<file path="src/rtl/regif_pkg.sv">
package regif_pkg;

  typedef enum logic [3:0] {
    ST_IDLE,
    ST_ADDR,
    ST_ADDR_ACK,
    ST_SUB,
    ST_SUB_ACK,
    ST_DATA,
    ST_DATA_ACK,
    ST_RD,
    ST_RD_ACK
  } bus_state_e;

  // 7-bit device address: 8Ch write, 8Dh read
  localparam logic [6:0] DEV_ADDR = 7'h46;

  // register positions that other logic decodes
  localparam int DUTY_IDX  = 0;
  localparam int BREF_IDX  = 3;
  localparam int CMD_IDX   = 22;
  localparam int CTRL_IDX  = 23;
  localparam int IDENT_IDX = 31;
  localparam int LIVE_BIT  = 7;
  localparam int SDET_BIT  = 4;
  localparam int XRAY_BIT  = 7;
  localparam int OUTEN_BIT = 2;
  localparam int IDENT_BIT = 3;
  localparam int MEDIUM_REGS = 16;

  function automatic logic [7:0] reg_default(input int idx);
    return (idx < MEDIUM_REGS) ? 8'h40 : 8'h00;
  endfunction

  function automatic logic [7:0] status_compose(input logic [6:0] flags,
                                                input logic h_unlock,
                                                input logic out_en,
                                                input logic ident);
    return {(out_en ? h_unlock : ~ident), flags};
  endfunction

  function automatic logic takes_effect_now(input logic [7:0] sub,
                                            input logic [7:0] data);
    return ((sub == 8'(DUTY_IDX)) || (sub == 8'(BREF_IDX))) && !data[LIVE_BIT];
  endfunction

  function automatic logic [7:0] strip_cmd(input logic [7:0] sub,
                                           input logic [7:0] data);
    logic [7:0] r;
    r = data;
    if (sub == 8'(CMD_IDX)) begin
      r[SDET_BIT] = 1'b0;
      r[XRAY_BIT] = 1'b0;
    end
    return r;
  endfunction

endpackage

</file>
<file path="src/rtl/regif_bus_sync.sv">
module regif_bus_sync #(
  parameter int STAGES = 2
) (
  input  logic clk,
  input  logic rst_n,
  input  logic scl_i,
  input  logic sda_i,
  output logic sda_s,
  output logic scl_rise,
  output logic scl_fall,
  output logic start_det,
  output logic stop_det
);
  logic [STAGES-1:0] scl_q;
  logic [STAGES-1:0] sda_q;
  logic scl_d;
  logic sda_d;
  logic scl_s;

  always_ff @(posedge clk or negedge rst_n) begin
    if (!rst_n) begin
      scl_q <= '1;
      sda_q <= '1;
      scl_d <= 1'b1;
      sda_d <= 1'b1;
    end else begin
      scl_q <= {scl_q[STAGES-2:0], scl_i};
      sda_q <= {sda_q[STAGES-2:0], sda_i};
      scl_d <= scl_s;
      sda_d <= sda_s;
    end
  end

  assign scl_s     = scl_q[STAGES-1];
  assign sda_s     = sda_q[STAGES-1];
  assign scl_rise  = scl_s & ~scl_d;
  assign scl_fall  = ~scl_s & scl_d;
  assign start_det = scl_s & scl_d & sda_d & ~sda_s;
  assign stop_det  = scl_s & scl_d & ~sda_d & sda_s;
endmodule

</file>
<file path="src/rtl/regif_i2c_slave.sv">
module regif_i2c_slave
  import regif_pkg::*;
(
  input  logic       clk,
  input  logic       rst_n,
  input  logic       bus_ok,
  input  logic       sda_s,
  input  logic       scl_rise,
  input  logic       scl_fall,
  input  logic       start_det,
  input  logic       stop_det,
  input  logic [7:0] status_byte,
  output logic       sda_pull,
  output logic       wr_ev,
  output logic [7:0] wr_sub,
  output logic [7:0] wr_data
);
  bus_state_e st;
  logic [7:0] shreg;
  logic [7:0] tx;
  logic [7:0] sub;
  logic [3:0] bitcnt;
  logic       have_sub;
  logic       rd_mode;
  logic       rd_acked;

  always_ff @(posedge clk or negedge rst_n) begin
    if (!rst_n) begin
      st       <= ST_IDLE;
      shreg    <= '0;
      tx       <= '0;
      sub      <= '0;
      bitcnt   <= '0;
      have_sub <= 1'b0;
      rd_mode  <= 1'b0;
      rd_acked <= 1'b0;
      sda_pull <= 1'b0;
      wr_ev    <= 1'b0;
      wr_sub   <= '0;
      wr_data  <= '0;
    end else if (!bus_ok) begin
      st       <= ST_IDLE;
      bitcnt   <= '0;
      have_sub <= 1'b0;
      sda_pull <= 1'b0;
      wr_ev    <= 1'b0;
    end else begin
      wr_ev <= 1'b0;
      if (start_det) begin
        st       <= ST_ADDR;
        bitcnt   <= '0;
        have_sub <= 1'b0;
        sda_pull <= 1'b0;
      end else if (stop_det) begin
        st       <= ST_IDLE;
        sda_pull <= 1'b0;
      end else begin
        case (st)
          ST_ADDR, ST_SUB, ST_DATA: begin
            if (scl_rise) begin
              shreg  <= {shreg[6:0], sda_s};
              bitcnt <= bitcnt + 4'd1;
            end else if (scl_fall && bitcnt == 4'd8) begin
              bitcnt <= '0;
              if (st == ST_ADDR) begin
                if (shreg[7:1] == DEV_ADDR) begin
                  st       <= ST_ADDR_ACK;
                  sda_pull <= 1'b1;
                  rd_mode  <= shreg[0];
                end else begin
                  st <= ST_IDLE;
                end
              end else if (st == ST_SUB) begin
                sub      <= shreg;
                have_sub <= 1'b1;
                st       <= ST_SUB_ACK;
                sda_pull <= 1'b1;
              end else begin
                wr_ev    <= 1'b1;
                wr_sub   <= sub;
                wr_data  <= shreg;
                sub      <= sub + 8'd1;
                st       <= ST_DATA_ACK;
                sda_pull <= 1'b1;
              end
            end
          end
          ST_ADDR_ACK: begin
            if (scl_fall) begin
              if (rd_mode) begin
                st       <= ST_RD;
                tx       <= status_byte;
                sda_pull <= ~status_byte[7];
                bitcnt   <= '0;
              end else begin
                st       <= have_sub ? ST_DATA : ST_SUB;
                sda_pull <= 1'b0;
              end
            end
          end
          ST_SUB_ACK, ST_DATA_ACK: begin
            if (scl_fall) begin
              st       <= ST_DATA;
              sda_pull <= 1'b0;
            end
          end
          ST_RD: begin
            if (scl_rise) begin
              bitcnt <= bitcnt + 4'd1;
            end else if (scl_fall) begin
              if (bitcnt == 4'd8) begin
                st       <= ST_RD_ACK;
                sda_pull <= 1'b0;
              end else begin
                tx       <= {tx[6:0], 1'b0};
                sda_pull <= ~tx[6];
              end
            end
          end
          ST_RD_ACK: begin
            if (scl_rise) begin
              rd_acked <= ~sda_s;
            end else if (scl_fall) begin
              if (rd_acked) begin
                st       <= ST_RD;
                tx       <= status_byte;
                sda_pull <= ~status_byte[7];
                bitcnt   <= '0;
              end else begin
                st <= ST_IDLE;
              end
            end
          end
          default: ;
        endcase
      end
    end
  end
endmodule

</file>
<file path="src/rtl/regif_regbank.sv">
module regif_regbank
  import regif_pkg::*;
#(
  parameter int NUM_REGS = 32
) (
  input  logic                  clk,
  input  logic                  rst_n,
  input  logic                  bus_ok,
  input  logic                  wr_ev,
  input  logic [7:0]            wr_sub,
  input  logic [7:0]            wr_data,
  input  logic                  vretrace,
  output logic [NUM_REGS*8-1:0] regs_flat,
  output logic                  sdet_clr,
  output logic                  xray_clr
);
  logic [7:0] shadow [NUM_REGS];
  logic [7:0] active [NUM_REGS];
  logic       hit;
  logic       now;
  logic [7:0] wval;

  assign hit  = wr_ev && (int'(wr_sub) < NUM_REGS);
  assign now  = takes_effect_now(wr_sub, wr_data);
  assign wval = strip_cmd(wr_sub, wr_data);

  always_ff @(posedge clk or negedge rst_n) begin
    if (!rst_n) begin
      for (int i = 0; i < NUM_REGS; i++) begin
        shadow[i] <= reg_default(i);
        active[i] <= reg_default(i);
      end
      sdet_clr <= 1'b0;
      xray_clr <= 1'b0;
    end else if (!bus_ok) begin
      for (int i = 0; i < NUM_REGS; i++) begin
        shadow[i] <= reg_default(i);
        active[i] <= reg_default(i);
      end
      sdet_clr <= 1'b0;
      xray_clr <= 1'b0;
    end else begin
      sdet_clr <= hit && (wr_sub == 8'(CMD_IDX)) && wr_data[SDET_BIT];
      xray_clr <= hit && (wr_sub == 8'(CMD_IDX)) && wr_data[XRAY_BIT];
      for (int i = 0; i < NUM_REGS; i++) begin
        if (vretrace) active[i] <= shadow[i];
        if (hit && (wr_sub == 8'(i))) begin
          shadow[i] <= wval;
          if (now) active[i] <= wval;
        end
      end
    end
  end

  for (genvar g = 0; g < NUM_REGS; g++) begin : g_flat
    assign regs_flat[g*8 +: 8] = active[g];
  end
endmodule

</file>
<file path="src/rtl/defl_regif.sv">
module defl_regif
  import regif_pkg::*;
#(
  parameter int NUM_REGS    = 32,
  parameter int SYNC_STAGES = 2
) (
  input  logic                  clk,
  input  logic                  rst_n,
  input  logic                  supply_ok_i,
  input  logic                  scl_i,
  input  logic                  sda_i,
  output logic                  sda_pull_o,
  input  logic                  vretrace_i,
  input  logic [6:0]            stat_flags_i,
  input  logic                  h_unlock_i,
  output logic [NUM_REGS*8-1:0] regs_o,
  output logic                  sdet_clr_o,
  output logic                  xray_clr_o
);
  logic       sda_s;
  logic       scl_rise_w;
  logic       scl_fall_w;
  logic       start_w;
  logic       stop_w;
  logic       commit_w;
  logic [7:0] commit_sub_w;
  logic [7:0] commit_data_w;
  logic [7:0] status_w;

  regif_bus_sync #(.STAGES(SYNC_STAGES)) sync_i (
    .clk       (clk),
    .rst_n     (rst_n),
    .scl_i     (scl_i),
    .sda_i     (sda_i),
    .sda_s     (sda_s),
    .scl_rise  (scl_rise_w),
    .scl_fall  (scl_fall_w),
    .start_det (start_w),
    .stop_det  (stop_w)
  );

  assign status_w = status_compose(stat_flags_i, h_unlock_i,
                                   regs_o[CTRL_IDX*8 + OUTEN_BIT],
                                   regs_o[IDENT_IDX*8 + IDENT_BIT]);

  regif_i2c_slave proto_i (
    .clk         (clk),
    .rst_n       (rst_n),
    .bus_ok      (supply_ok_i),
    .sda_s       (sda_s),
    .scl_rise    (scl_rise_w),
    .scl_fall    (scl_fall_w),
    .start_det   (start_w),
    .stop_det    (stop_w),
    .status_byte (status_w),
    .sda_pull    (sda_pull_o),
    .wr_ev       (commit_w),
    .wr_sub      (commit_sub_w),
    .wr_data     (commit_data_w)
  );

  regif_regbank #(.NUM_REGS(NUM_REGS)) bank_i (
    .clk       (clk),
    .rst_n     (rst_n),
    .bus_ok    (supply_ok_i),
    .wr_ev     (commit_w),
    .wr_sub    (commit_sub_w),
    .wr_data   (commit_data_w),
    .vretrace  (vretrace_i),
    .regs_flat (regs_o),
    .sdet_clr  (sdet_clr_o),
    .xray_clr  (xray_clr_o)
  );
endmodule

</file>
<file path="config.mk">
export PLATFORM = sky130hd
export DESIGN_NAME = defl_regif
export DESIGN_NICKNAME = d
export VERILOG_FILES = /design/src/rtl/regif_pkg.sv /design/src/rtl/regif_bus_sync.sv /design/src/rtl/regif_i2c_slave.sv /design/src/rtl/regif_regbank.sv /design/src/rtl/defl_regif.sv
export SDC_FILE = /design/constraint.sdc
export NUM_CORES = 1
export LEC_CHECK = 0
export ABC_AREA = 1
export BUFFER_PORTS_ARGS = -buffer_cell sky130_fd_sc_hd__buf_2
export CORE_UTILIZATION = 41
export CTS_CLUSTER_DIAMETER = 60
export DETAILED_ROUTE_END_ITERATION = 16
export PLACE_DENSITY = 0.57
export SLEW_MARGIN = 30
export SYNTH_ARGS = -nofsm -noshare
export SYNTH_HDL_FRONTEND = slang
export SYNTH_SLANG_ARGS = --single-unit
</file>
<file path="constraint.sdc">
create_clock -name clk -period 2.7 [get_ports clk]
set_input_delay 0.135 -clock clk [delete_from_list [all_inputs] [get_ports clk]]
set_output_delay 0.135 -clock clk [all_outputs]
set_load 0.01 [all_outputs]
</file>
==> flow_summary.ini <==
[outcome]
outcome = finished, final reports clean

[route]
num_vias = 17900
vias_per_cell = 5.19
drt-initial-drc-count = 1440
wl_um = 64200
dr.pass1.iters = 5
wire_per_inst_um = 18.6
drc_errors = 0
antenna_left = 0

[clocking]
clk_path_buf_depth = 3
insertion_delay_ns = 0.62
cts.sinks = 572
cts_root_buf = clkbuf_16
post_cts_buffers = 0
clk_pin_slew_worst_paths_ns = 0.06
cts_buffers = 61
htreeDepth = 2
cts_tree = yes

[logic_synthesis]
avgSynthCellArea_um2 = 9.26
ys_warn_count = 0
synth.area.top_cells = dfrtp_1 59%, nand2_1 13%, o21ai_0 7.4%
synthesis.nets = 2462
ys_seq_elements = 572
ys_seq_area_frac = 0.634
syn-instance-count = 2445
yosysTopAreaCellShare = 0.590
synth_edf_count = 0
yosys.area.top_type = dfrtp_1
postSynth.asyncResetShare = 1.00
ys.flop_type = dfrtp_1
synth_cell_types = 41
netlist_area_um2 = 22600

[placement]
place_inst = 3326
placed_cell_area_um2 = 24900
dp_hpwl_um = 41500
place.port_buffers = 272
gp_congestion = 0.861

[floorplan]
rows = 85
die_y_um = 237
start_util = 0.417
coreArea_um2 = 54200
dieWidth_um = 237
io_pins = 273
die_area_um2 = 56200

[critical_path]
path_cells = nor2_1 > nand2_1 > nor2_2 > nand3_1 > nand2_1 > inv_1 > nand2_1 > o21ai_0
path_class = reg2reg
critPathLaunchType = register
crit_family = simple AND/OR/NAND/NOR gates
max_stage_delay_ns = 0.55
cp_num_buf_inv = 1
arrival_ns = 2.78
cp_max_fo = 18
cp_slowest_cell = nor2_2
crit_top_cell = nand2_1
endpoint_kind = register
required_ns = 3.17

[sta]
fin_crit_ns = 2.31
slew_headroom = 0.370
setup_viol = 0
holdWs_ns = 0.0977
rsz0062_at_grt = false
fmax_mhz = 433
slew_viol_final = 0
tightestPinTransition_ns = 0.943
fin_tns_setup_ns = 0
finClkSkew_ns = 0.0230
finalHoldViolations = 0
timing.final.crit_share = 0.856

[final_layout]
layout_common_cells = 757 x nand2_1, 534 x dfrtp_1, 336 x o21ai_0, 270 x buf_2, 186 x a21oi_1
final_common_cell = nand2_1
n_fill_cell = 5131
final_nets = 2722
drive_above_1_share = 0.182
diodes = 0
fin_area_um2 = 27200
syn2layout_area_growth_pct = 20.0
final_cells = 3452

[grt]
antenna_found_initial = 0
grt_max_degree = 126
grt_pass1_vias = 17300
grt_overflow_total = 0
grt_pass1_wl_um = 101000
track_usage = 0.230

[power_and_ir_drop]
seq_power_share = 0.469
total_power_mw = 19.1
p_int_mw = 14.4
power_frac_comb = 0.075
ir_worst_vdd_mv = 0.475
switching_share = 0.245
powerDensity_nw_per_um2 = 701
p_clk_frac = 0.456
p_leak_nw = 13.0
net-switching-power_mw = 4.66

[min_path]
hold_class = in2async

[run]
max_cap_violations = 0
==> per-stage QoR <==
stage	util	worst slack (ns)
4_1_cts	0.501	0.252
2_1_floorplan	-	0.956
6_report	0.501	0.390
3_5_place_dp	0.460	0.278
3_3_place_gp	0.460	0.316
5_1_grt	0.501	0.148
==> synthesized netlist by cell type (4+ instances only) <==
cell type    n
xor2_1       5
buf_2       27
a211oi_1    25
clkbuf_1   104
a21oi_1    187
a22oi_1      5
nand4_1      5
nand3_1     65
nor2_2       5
dfrtp_1    534
nand2_1    762
o211ai_1     5
nor2_1     132
nor3_1      18
inv_2        5
o21ai_0    336
clkbuf_2     4
dfstp_2     38
mux2i_1     10
inv_1      118
a31oi_1     19
buf_1        7
==> worst reg2reg max path, cell delays in order (launching register included) <==
cell     delay, ns
dfrtp_1       0.37
nor2_1        0.16
nand2_1       0.10
nor2_2        0.56
nand3_1       0.14
nand2_1       0.43
inv_1         0.24
nand2_1       0.11
o21ai_0       0.08
==> final timing paths <==
kind                                                from                         endpoint  slack, ns  depth (start not counted)
setup / recovery           proto_i.wr_sub[5]$_DFFE_PN0P_   bank_i.shadow[170]$_DFFE_PN0P_       0.39                          8
hold / removal                                     rst_n  bank_i.regs_flat[219]$_DFF_PN0_        0.1                          2
setup reg to reg           proto_i.wr_sub[5]$_DFFE_PN0P_   bank_i.shadow[170]$_DFFE_PN0P_       0.39                          8
hold reg to reg                sync_i.scl_q[0]$_DFF_PN1_        sync_i.scl_q[1]$_DFF_PN1_       0.36                          0
max in group asynchronous                          rst_n  bank_i.regs_flat[187]$_DFF_PN0_       1.56                          4
min in group clk                                   scl_i        sync_i.scl_q[0]$_DFF_PN1_       0.17                          2
==> flip-flops by register name, indices dropped and copies added, names as in the netlist, 4 cells and up <==
signal,flops
bank_i.regs_flat,256
bank_i.shadow,256
proto_i.shreg,8
proto_i.sub,8
proto_i.wr_data,8
proto_i.wr_sub,8
proto_i.tx,7
proto_i.bitcnt,4
proto_i.st,4
==> cell families after synthesis <==
| logic type | Yosys count | share of synthesized area |
|---|---|---|
| buffers and inverters | 267 | 0.0465 |
| DFF | 572 | 0.634 |
| AOI/OAI and AO/OA | 587 | 0.136 |
| adders and majority gates | 3 | 0.00166 |
| and+or+nand+nor | 1000 | 0.175 |
| muxes | 10 | 0.00442 |
| xor gates and xnor gates | 6 | 0.00232 |
==> cell type report <==
type,count,area (µm²),share of cell area
Clock buffer,94,1820,0.0670
Clock inverter,20,284,0.0105
Inverter,123,474,0.0175
Multi-Input combinational cell,1606,7280,0.268
Sequential cell,572,14400,0.529
Tap cell,696,871,0.0320
Timing Repair Buffer,341,2080,0.0765
==> routing by layer <==
layer | wire length, µm | vias to the layer above | global-route usage
li1 | - | 8495 | -
met1 | 30400 | 8883 | 0.340
met2 | 29300 | 444 | 0.354
met3 | 3410 | 80 | 0.0384
met4 | 1180 | 0 | 0.0543
met5 | 0 | - | 0
==> power groups by stage <==
stage / clock network (mW) / logic [mW] / registers, mW
after detailed placement: 0 / 1.43 / 9.09
after CTS: 8.86 / 1.45 / 8.93
final: 8.68 / 1.43 / 8.94
after global routing: 9.24 / 1.64 / 8.96
after global placement: 0 / 1.42 / 9.08
after floorplan: 0 / 0.818 / 9.06
==> what timing repair did <==
action / 4_1_cts / 5_1_grt
setup endpoints to repair: 0 / 7
hold endpoints to repair: 198 / 0
resized for setup: 0 / 1
hold buffers: 12 / 0
Power figures use the tool's default switching activity.
